`src/rtl/rs_seq_pkg.sv`:
```
package rs_seq_pkg;
  typedef enum logic [3:0] {
    ST_IDLE, ST_Y_SU, ST_Y_ST, ST_Y_HD, ST_RST, ST_RD,
    ST_X_SU, ST_X_ST, ST_X_HD, ST_WAIT, ST_VLD, ST_DONE
  } seq_st_e;
endpackage

```
`src/rtl/rs_row_plan.sv`:
```
// Chooses the operation that follows a finished reset or a finished row read.
module rs_row_plan #(
  parameter int ROW_W = 10
) (
  input  logic             ended_read_i,
  input  logic             prime_i,
  input  logic [ROW_W-1:0] op_row_i,
  input  logic [ROW_W-1:0] rd_row_i,
  input  logic [ROW_W-1:0] n_i,
  output logic             nxt_done_o,
  output logic             nxt_rst_o,
  output logic             nxt_prime_o,
  output logic [ROW_W-1:0] nxt_row_o
);
  localparam logic [ROW_W-1:0] LAST_ROW = '1;

  logic [ROW_W:0] prime_nxt;
  logic [ROW_W:0] trail_row;
  logic           last_read;

  assign prime_nxt = {1'b0, op_row_i} + 1'b1;
  assign trail_row = {1'b0, rd_row_i} + {1'b0, n_i};
  assign last_read = (rd_row_i == LAST_ROW);

  always_comb begin
    nxt_done_o  = 1'b0;
    nxt_rst_o   = 1'b0;
    nxt_prime_o = 1'b0;
    nxt_row_o   = rd_row_i + 1'b1;
    if (ended_read_i) begin
      if (!trail_row[ROW_W]) begin
        nxt_rst_o = 1'b1;
        nxt_row_o = trail_row[ROW_W-1:0];
      end else if (last_read) begin
        nxt_done_o = 1'b1;
      end
    end else if (prime_i) begin
      if (prime_nxt < {1'b0, n_i}) begin
        nxt_rst_o   = 1'b1;
        nxt_prime_o = 1'b1;
        nxt_row_o   = prime_nxt[ROW_W-1:0];
      end else begin
        nxt_row_o = '0;
      end
    end else if (last_read) begin
      nxt_done_o = 1'b1;
    end
  end
endmodule

```
`src/rtl/rs_settle_cnt.sv`:
```
module rs_settle_cnt #(
  parameter int SETTLE_W = 4
) (
  input  logic                clk_i,
  input  logic                rst_ni,
  input  logic                run_i,
  input  logic [SETTLE_W-1:0] limit_i,
  output logic                expired_o
);
  logic [SETTLE_W-1:0] cnt_q;

  always_ff @(posedge clk_i or negedge rst_ni) begin
    if (!rst_ni)     cnt_q <= '0;
    else if (run_i)  cnt_q <= cnt_q + 1'b1;
    else             cnt_q <= '0;
  end

  assign expired_o = run_i && (cnt_q == limit_i - 1'b1);

  p_wait_bound_r5: assert property (@(posedge clk_i) disable iff (!rst_ni)
    run_i |-> (cnt_q < limit_i));
endmodule

```
`src/rtl/rs_readout_seq.sv`:
```
module rs_readout_seq
  import rs_seq_pkg::*;
#(
  parameter int ROW_W    = 10,
  parameter int COL_W    = 10,
  parameter int SETTLE_W = 4,
  localparam int ADDR_W  = (ROW_W > COL_W) ? ROW_W : COL_W
) (
  input  logic                clk_i,
  input  logic                rst_ni,
  input  logic                start_i,
  input  logic                stop_i,
  input  logic [ROW_W-1:0]    int_rows_i,
  input  logic [SETTLE_W-1:0] settle_i,
  output logic [ADDR_W-1:0]   addr_o,
  output logic                y_lat_o,
  output logic                x_lat_o,
  output logic                row_rd_o,
  output logic                row_rst_o,
  output logic                pix_vld_o,
  output logic [ROW_W-1:0]    pix_row_o,
  output logic [COL_W-1:0]    pix_col_o,
  output logic                busy_o,
  output logic                frame_done_o
);
  localparam logic [COL_W-1:0] LAST_COL = '1;

  seq_st_e             st_q, st_d;
  logic [ROW_W-1:0]    op_row_q, op_row_d, rd_row_q, rd_row_d, n_q, n_d, eff_n;
  logic [COL_W-1:0]    col_q, col_d;
  logic [SETTLE_W-1:0] s_q, s_d;
  logic                prime_q, prime_d, op_rst_q, op_rst_d, stop_q;
  logic                frame_go, wait_done;
  logic                pl_done, pl_rst, pl_prime;
  logic [ROW_W-1:0]    pl_row;

  assign eff_n = (int_rows_i == '0) ? ROW_W'(1) : int_rows_i;

  rs_row_plan #(.ROW_W(ROW_W)) u_plan (
    .ended_read_i (st_q == ST_VLD),
    .prime_i      (prime_q),
    .op_row_i     (op_row_q),
    .rd_row_i     (rd_row_q),
    .n_i          (n_q),
    .nxt_done_o   (pl_done),
    .nxt_rst_o    (pl_rst),
    .nxt_prime_o  (pl_prime),
    .nxt_row_o    (pl_row)
  );

  rs_settle_cnt #(.SETTLE_W(SETTLE_W)) u_settle (
    .clk_i     (clk_i),
    .rst_ni    (rst_ni),
    .run_i     (st_q == ST_WAIT),
    .limit_i   (s_q),
    .expired_o (wait_done)
  );

  always_comb begin
    st_d     = st_q;
    op_row_d = op_row_q;
    rd_row_d = rd_row_q;
    col_d    = col_q;
    prime_d  = prime_q;
    op_rst_d = op_rst_q;
    n_d      = n_q;
    s_d      = s_q;
    frame_go = 1'b0;
    unique case (st_q)
      ST_IDLE: frame_go = start_i;
      ST_Y_SU: st_d = ST_Y_ST;
      ST_Y_ST: st_d = ST_Y_HD;
      ST_Y_HD: st_d = op_rst_q ? ST_RST : ST_RD;
      ST_RD: begin
        col_d = '0;
        st_d  = ST_X_SU;
      end
      ST_X_SU: st_d = ST_X_ST;
      ST_X_ST: st_d = ST_X_HD;
      ST_X_HD: st_d = (s_q == '0) ? ST_VLD : ST_WAIT;
      ST_WAIT: if (wait_done) st_d = ST_VLD;
      ST_RST, ST_VLD: begin
        if (st_q == ST_VLD && col_q != LAST_COL) begin
          col_d = col_q + 1'b1;
          st_d  = ST_X_SU;
        end else if (pl_done) begin
          st_d = ST_DONE;
        end else begin
          st_d     = ST_Y_SU;
          op_row_d = pl_row;
          op_rst_d = pl_rst;
          prime_d  = pl_prime;
          if (!pl_rst) rd_row_d = pl_row;
        end
      end
      ST_DONE: begin
        if (stop_q || stop_i) st_d = ST_IDLE;
        else                  frame_go = 1'b1;
      end
      default: st_d = ST_IDLE;
    endcase
    if (frame_go) begin
      st_d     = ST_Y_SU;
      n_d      = eff_n;
      s_d      = settle_i;
      prime_d  = 1'b1;
      op_rst_d = 1'b1;
      op_row_d = '0;
      rd_row_d = '0;
    end
  end

  always_ff @(posedge clk_i or negedge rst_ni) begin
    if (!rst_ni) begin
      st_q     <= ST_IDLE;
      op_row_q <= '0;
      rd_row_q <= '0;
      col_q    <= '0;
      prime_q  <= 1'b0;
      op_rst_q <= 1'b0;
      n_q      <= ROW_W'(1);
      s_q      <= '0;
      stop_q   <= 1'b0;
    end else begin
      st_q     <= st_d;
      op_row_q <= op_row_d;
      rd_row_q <= rd_row_d;
      col_q    <= col_d;
      prime_q  <= prime_d;
      op_rst_q <= op_rst_d;
      n_q      <= n_d;
      s_q      <= s_d;
      if (st_q == ST_IDLE) stop_q <= 1'b0;
      else if (stop_i)     stop_q <= 1'b1;
    end
  end

  always_comb begin
    unique case (st_q)
      ST_Y_SU, ST_Y_ST, ST_Y_HD, ST_RST, ST_RD: addr_o = ADDR_W'(op_row_q);
      ST_X_SU, ST_X_ST, ST_X_HD, ST_WAIT, ST_VLD: addr_o = ADDR_W'(col_q);
      default: addr_o = '0;
    endcase
  end

  assign y_lat_o      = (st_q == ST_Y_ST);
  assign x_lat_o      = (st_q == ST_X_ST);
  assign row_rd_o     = (st_q == ST_RD);
  assign row_rst_o    = (st_q == ST_RST);
  assign pix_vld_o    = (st_q == ST_VLD);
  assign pix_row_o    = pix_vld_o ? rd_row_q : '0;
  assign pix_col_o    = pix_vld_o ? col_q : '0;
  assign busy_o       = (st_q != ST_IDLE);
  assign frame_done_o = (st_q == ST_DONE);

  p_single_strobe_r2: assert property (@(posedge clk_i) disable iff (!rst_ni)
    $onehot0({y_lat_o, x_lat_o, row_rd_o, row_rst_o}));
  p_y_addr_setup_r2: assert property (@(posedge clk_i) disable iff (!rst_ni)
    y_lat_o |-> $stable(addr_o));
  p_y_addr_hold_r2: assert property (@(posedge clk_i) disable iff (!rst_ni)
    y_lat_o |=> $stable(addr_o));
  p_x_addr_setup_r2: assert property (@(posedge clk_i) disable iff (!rst_ni)
    x_lat_o |-> $stable(addr_o));
  p_x_addr_hold_r2: assert property (@(posedge clk_i) disable iff (!rst_ni)
    x_lat_o |=> $stable(addr_o));
  p_load_after_ylat_r4: assert property (@(posedge clk_i) disable iff (!rst_ni)
    row_rd_o |-> ($past(y_lat_o, 2) && $stable(addr_o)));
  p_reset_after_ylat_r6: assert property (@(posedge clk_i) disable iff (!rst_ni)
    row_rst_o |-> ($past(y_lat_o, 2) && $stable(addr_o)));
  p_done_single_r9: assert property (@(posedge clk_i) disable iff (!rst_ni)
    frame_done_o |=> !frame_done_o);
  p_idle_quiet_r1: assert property (@(posedge clk_i) disable iff (!rst_ni)
    !busy_o |-> (addr_o == '0 && !y_lat_o && !x_lat_o && !pix_vld_o));
endmodule

```
`config.mk`:
```
export PLATFORM = sky130hd
export DESIGN_NAME = rs_readout_seq
export DESIGN_NICKNAME = d
export VERILOG_FILES = /design/src/rtl/rs_seq_pkg.sv /design/src/rtl/rs_row_plan.sv /design/src/rtl/rs_settle_cnt.sv /design/src/rtl/rs_readout_seq.sv
export SDC_FILE = /design/constraint.sdc
export NUM_CORES = 1
export LEC_CHECK = 0
export BUFFER_PORTS_ARGS = -buffer_cell sky130_fd_sc_hd__buf_2
export CAP_MARGIN = 30
export CORE_UTILIZATION = 27
export DETAILED_ROUTE_END_ITERATION = 10
export PLACE_DENSITY = 0.56
export SLEW_MARGIN = 20
export SYNTH_ARGS = -nofsm -noshare
export SYNTH_HDL_FRONTEND = slang
export SYNTH_SLANG_ARGS = --single-unit
```
`constraint.sdc`:
```
create_clock -name clk_i -period 3.99 [get_ports clk_i]
set_input_delay 0.798 -clock clk_i [delete_from_list [all_inputs] [get_ports clk_i]]
set_output_delay 0.798 -clock clk_i [all_outputs]
set_load 0.03 [all_outputs]
```
==> tab_implementation.tex <==
\begin{tabular}{lr}
\hline
Metric & Value \\
\hline
\multicolumn{2}{l}{\textbf{Yosys}} \\
Leading cell types by total area after synthesis & sky130\_fd\_sc\_hd\_\_dfrtp\_1 33\%, sky130\_fd\_sc\_hd\_\_ha\_1 7.7\%, sky130\_fd\_sc\_hd\_\_nand2\_1 5.1\%, sky130\_fd\_sc\_hd\_\_o21ai\_0 4.8\%, sky130\_fd\_sc\_hd\_\_xor2\_1 4.3\% \\
Sequential fraction of the synthesis area & 0.337 \\
Number of distinct standard cells referenced by the synthesized netlist & 64 \\
Area fraction of the dominant cell type after synthesis & 0.331 \\
Post-synth design cell area & 4090 µm² \\
Number of instances in the synthesized netlist & 475 \\
Synth Net Count & 519 \\
Mean instance size in the synthesized netlist & 8.60 µm² \\
Synth area leader & sky130\_fd\_sc\_hd\_\_dfrtp\_1 \\
Number of warnings reported in the yosys synthesis log & 0 \\
Async SR Flop Fraction & 1.00 \\
Number of storage elements in the synthesis netlist & 55 \\
Number of enable-type register cells in the synthesized netlist & 0 \\
Predominant post-synthesis flop cell & sky130\_fd\_sc\_hd\_\_dfrtp\_1 \\
\multicolumn{2}{l}{\textbf{Hold path}} \\
Instance count along the most critical hold path & 2 \\
Worst min path class & reg -> reg \\
\multicolumn{2}{l}{\textbf{Die}} \\
Boundary Pins & 55 \\
Overall die width & 125 µm \\
Die area & 15600 µm² \\
Initial standard-cell utilization of the core & 0.279 \\
Die extent in y & 125 µm \\
Standard cell core area & 14600 µm² \\
Core Rows & 44 \\
\multicolumn{2}{l}{\textbf{Global route}} \\
Total global routing overflow & 0 \\
Initial antenna violation count & 0 \\
First-pass GRT wire length & 19.5 mm \\
Pin count of the biggest net entering global routing & 30 \\
Total GRT Usage & 0.159 \\
Via count of the first global-routing pass & 3707 \\
\multicolumn{2}{l}{\textbf{Worst setup path}} \\
CP Class & reg -> reg \\
Required time at the worst-slack endpoint & 4.19 ns \\
Arrival time worst endpoint & 3.45 ns \\
Nature of the critical path startpoint & register \\
Worst-path maximum fanout & 10 \\
Category of the worst setup path capture point & register \\
Number of cell instances on the worst register-to-register path & 10 \\
\multicolumn{2}{l}{\textbf{Timing}} \\
Maximum clock skew at final layout & 0.00261 ns \\
Fin. max-slew vios & 0 \\
Maximum operating frequency & 0.308 GHz \\
Slew Limit Headroom & 0.430 \\
Final count of hold timing violations & 0 \\
Tmin final & 3.25 ns \\
Total setup violations reported at the end of the flow & 0 \\
Slew @ Worst Pin & 0.853 ns \\
Unrepaired setup endpoints after global routing & no \\
Share of the clock period used by the worst path after layout & 0.815 \\
Aggregate negative setup slack & 0 ns \\
\multicolumn{2}{l}{\textbf{Routing}} \\
Per-cell routed wire length & 17.0 µm \\
Via-per-instance ratio & 5.27 \\
Vias & 3727 \\
Initial DRC Count & 281 \\
First drt pass iteration count & 7 \\
Post-detailed-route count of antenna-violating nets & 0 \\
Post-detailed-routing wire length & 12.0 mm \\
Number of remaining DRC errors & 5 \\
\multicolumn{2}{l}{\textbf{Placed design}} \\
Final HPWL from detailed placement & 9.15 mm \\
Number of buffers inserted by port buffering & 54 \\
Routability-driven placement congestion ratio & 0.884 \\
\multicolumn{2}{l}{\textbf{Clock tree}} \\
Clock transition at the registers of the reported paths & 0.08 ns \\
Clock buffer depth & 2 \\
CTS tree & done \\
Buffer cell driving the clock tree root & sky130\_fd\_sc\_hd\_\_clkbuf\_16 \\
H-tree levels & 2 \\
Resized cells post-CTS & 0 \\
Number of CTS-inserted buffers & 5 \\
CTS hold repair buffers & 0 \\
Clock latency on the worst-skew pair & 0.31 ns \\
Number of buffers inserted by post-CTS setup repair & 0 \\
Clk sink count & 55 \\
\multicolumn{2}{l}{\textbf{Job}} \\
Number of max-cap violations & 0 \\
\multicolumn{2}{l}{\textbf{Power and ir drop}} \\
Worst vdd ir & 0.000141 V \\
Static leakage & 2.12 nW \\
Pwr dens & 225 nW/µm² \\
\multicolumn{2}{l}{\textbf{Status}} \\
Violated checks & design-rule violations \\
Outcome & complete, but fails checks \\
\multicolumn{2}{l}{\textbf{Finish}} \\
ANT cells & 0 \\
Layout-stage area growth over the synthesis result & 14.8\% \\
Number of nets at the end of the flow & 566 \\
Fraction of layout cells with a size suffix above 1 & 0.159 \\
Util after Layout & 0.320 \\
Number of filler cells placed in the layout & 1588 \\
\hline
\end{tabular}
## critical path: stages, from the launching register on
cell	delay, ns
sky130_fd_sc_hd__dfrtp_1	0.46
sky130_fd_sc_hd__ha_1	0.22
sky130_fd_sc_hd__nand3_1	0.16
sky130_fd_sc_hd__nor2_1	0.16
sky130_fd_sc_hd__xor2_1	0.22
sky130_fd_sc_hd__ha_1	0.28
sky130_fd_sc_hd__a21o_1	0.21
sky130_fd_sc_hd__a2111oi_4	0.48
sky130_fd_sc_hd__o211a_1	0.43
sky130_fd_sc_hd__nor3_4	0.16
sky130_fd_sc_hd__mux2_4	0.34
## where the power goes
part | internal (mW) | switching [mW] | total (mW)
sequential | 0.557 | 0.00000000000000000519 | 0.557
combinational | 0.00708 | 0.0155 | 0.0226
clock | 0.240 | 0.234 | 0.475
## stage by stage
stage	instance area (µm²)	total power [mW]	std cells	hold WS, ns	setup slack [ns]
floorplan	4090	0.569	475	0.460	1.10
global placement	4540	0.591	699	0.480	0.869
detailed placement	4540	0.592	699	0.482	0.773
CTS	4690	1.07	707	0.501	0.752
global route	4690	1.10	707	0.563	0.527
finish	4690	1.05	707	0.499	0.740
## layout by cell type (no fill, tap or decap), drive strengths merged, types with 5 or more instances in the layout
| master | count |
|---|---|
| a22o | 11 |
| o21ai | 40 |
| clkbuf | 5 |
| o21a | 5 |
| xor2 | 20 |
| nand3 | 22 |
| nand4 | 9 |
| or3 | 6 |
| buf | 60 |
| inv | 21 |
| mux2i | 12 |
| and3 | 5 |
| o211ai | 11 |
| nand2 | 56 |
| and2 | 23 |
| ha | 25 |
| a31oi | 5 |
| nor3 | 6 |
| xnor2 | 13 |
| a21oi | 20 |
| nor2 | 36 |
| dfrtp | 54 |
## flip-flops by register name (all words and copies together), names as in the netlist, 4 cells and up
register / count
u_settle.cnt_q: 4
s_q: 4
rd_row_q: 10
n_q: 10
col_q: 10
op_row_q: 10
st_q: 4
## final cells by class
cell class | instances | area [µm²] | area share
clock buffer | 5 | 125 | 0.0267
clock inverter | 3 | 28.8 | 0.00613
inverter | 21 | 80.1 | 0.0171
multi-input combinational | 379 | 2530 | 0.540
sequential | 55 | 1380 | 0.294
tap | 184 | 230 | 0.0491
timing repair buffer | 60 | 315 | 0.0672
## layer usage
metal	vias up	GRT usage	wire [µm]
met5	-	0	0
met4	0	0.0481	264
met3	19	0.0342	530
met2	92	0.265	5770
met1	1815	0.206	5450
li1	1801	-	-
## cells in the mapped netlist (4+ instances only)
cell	number
sky130_fd_sc_hd__and3_1	5
sky130_fd_sc_hd__nand3_1	21
sky130_fd_sc_hd__ha_1	25
sky130_fd_sc_hd__nand2_1	56
sky130_fd_sc_hd__o21a_1	5
sky130_fd_sc_hd__or3_1	6
sky130_fd_sc_hd__inv_1	19
sky130_fd_sc_hd__nor3_1	5
sky130_fd_sc_hd__a31oi_1	5
sky130_fd_sc_hd__buf_2	4
sky130_fd_sc_hd__o21ai_0	39
sky130_fd_sc_hd__xor2_1	20
sky130_fd_sc_hd__dfrtp_1	54
sky130_fd_sc_hd__nor4_1	4
sky130_fd_sc_hd__nand4_1	9
sky130_fd_sc_hd__clkbuf_1	13
sky130_fd_sc_hd__o211ai_1	11
sky130_fd_sc_hd__a21oi_1	20
sky130_fd_sc_hd__a22o_1	11
sky130_fd_sc_hd__xnor2_1	13
sky130_fd_sc_hd__and2_1	22
sky130_fd_sc_hd__nor2_1	36
sky130_fd_sc_hd__mux2i_1	12
## path summary, 6_finish.rpt
path | from | end | slack, ns
max | op_row_q[0] | rd_row_q[0] | 0.74
min | stop_q | stop_q | 0.50
max reg2reg | op_row_q[0] | rd_row_q[0] | 0.74
min reg2reg | stop_q | stop_q | 0.50
max in group asynchronous | rst_ni | rd_row_q[9] | 2.63
min in group asynchronous | rst_ni | rd_row_q[2] | 0.52
## cell families after synthesis
group | count (synthesis) | synth area share
buffers and inverters | 41 | 0.0429
AOI/OAI and AO/OA | 122 | 0.201
muxes | 15 | 0.0395
xor gates and xnor gates | 33 | 0.0707
and+or+nand+nor | 183 | 0.227
adders and majority gates | 26 | 0.0814
DFF | 55 | 0.337
Note: power is estimated with default switching activity, not from simulation.
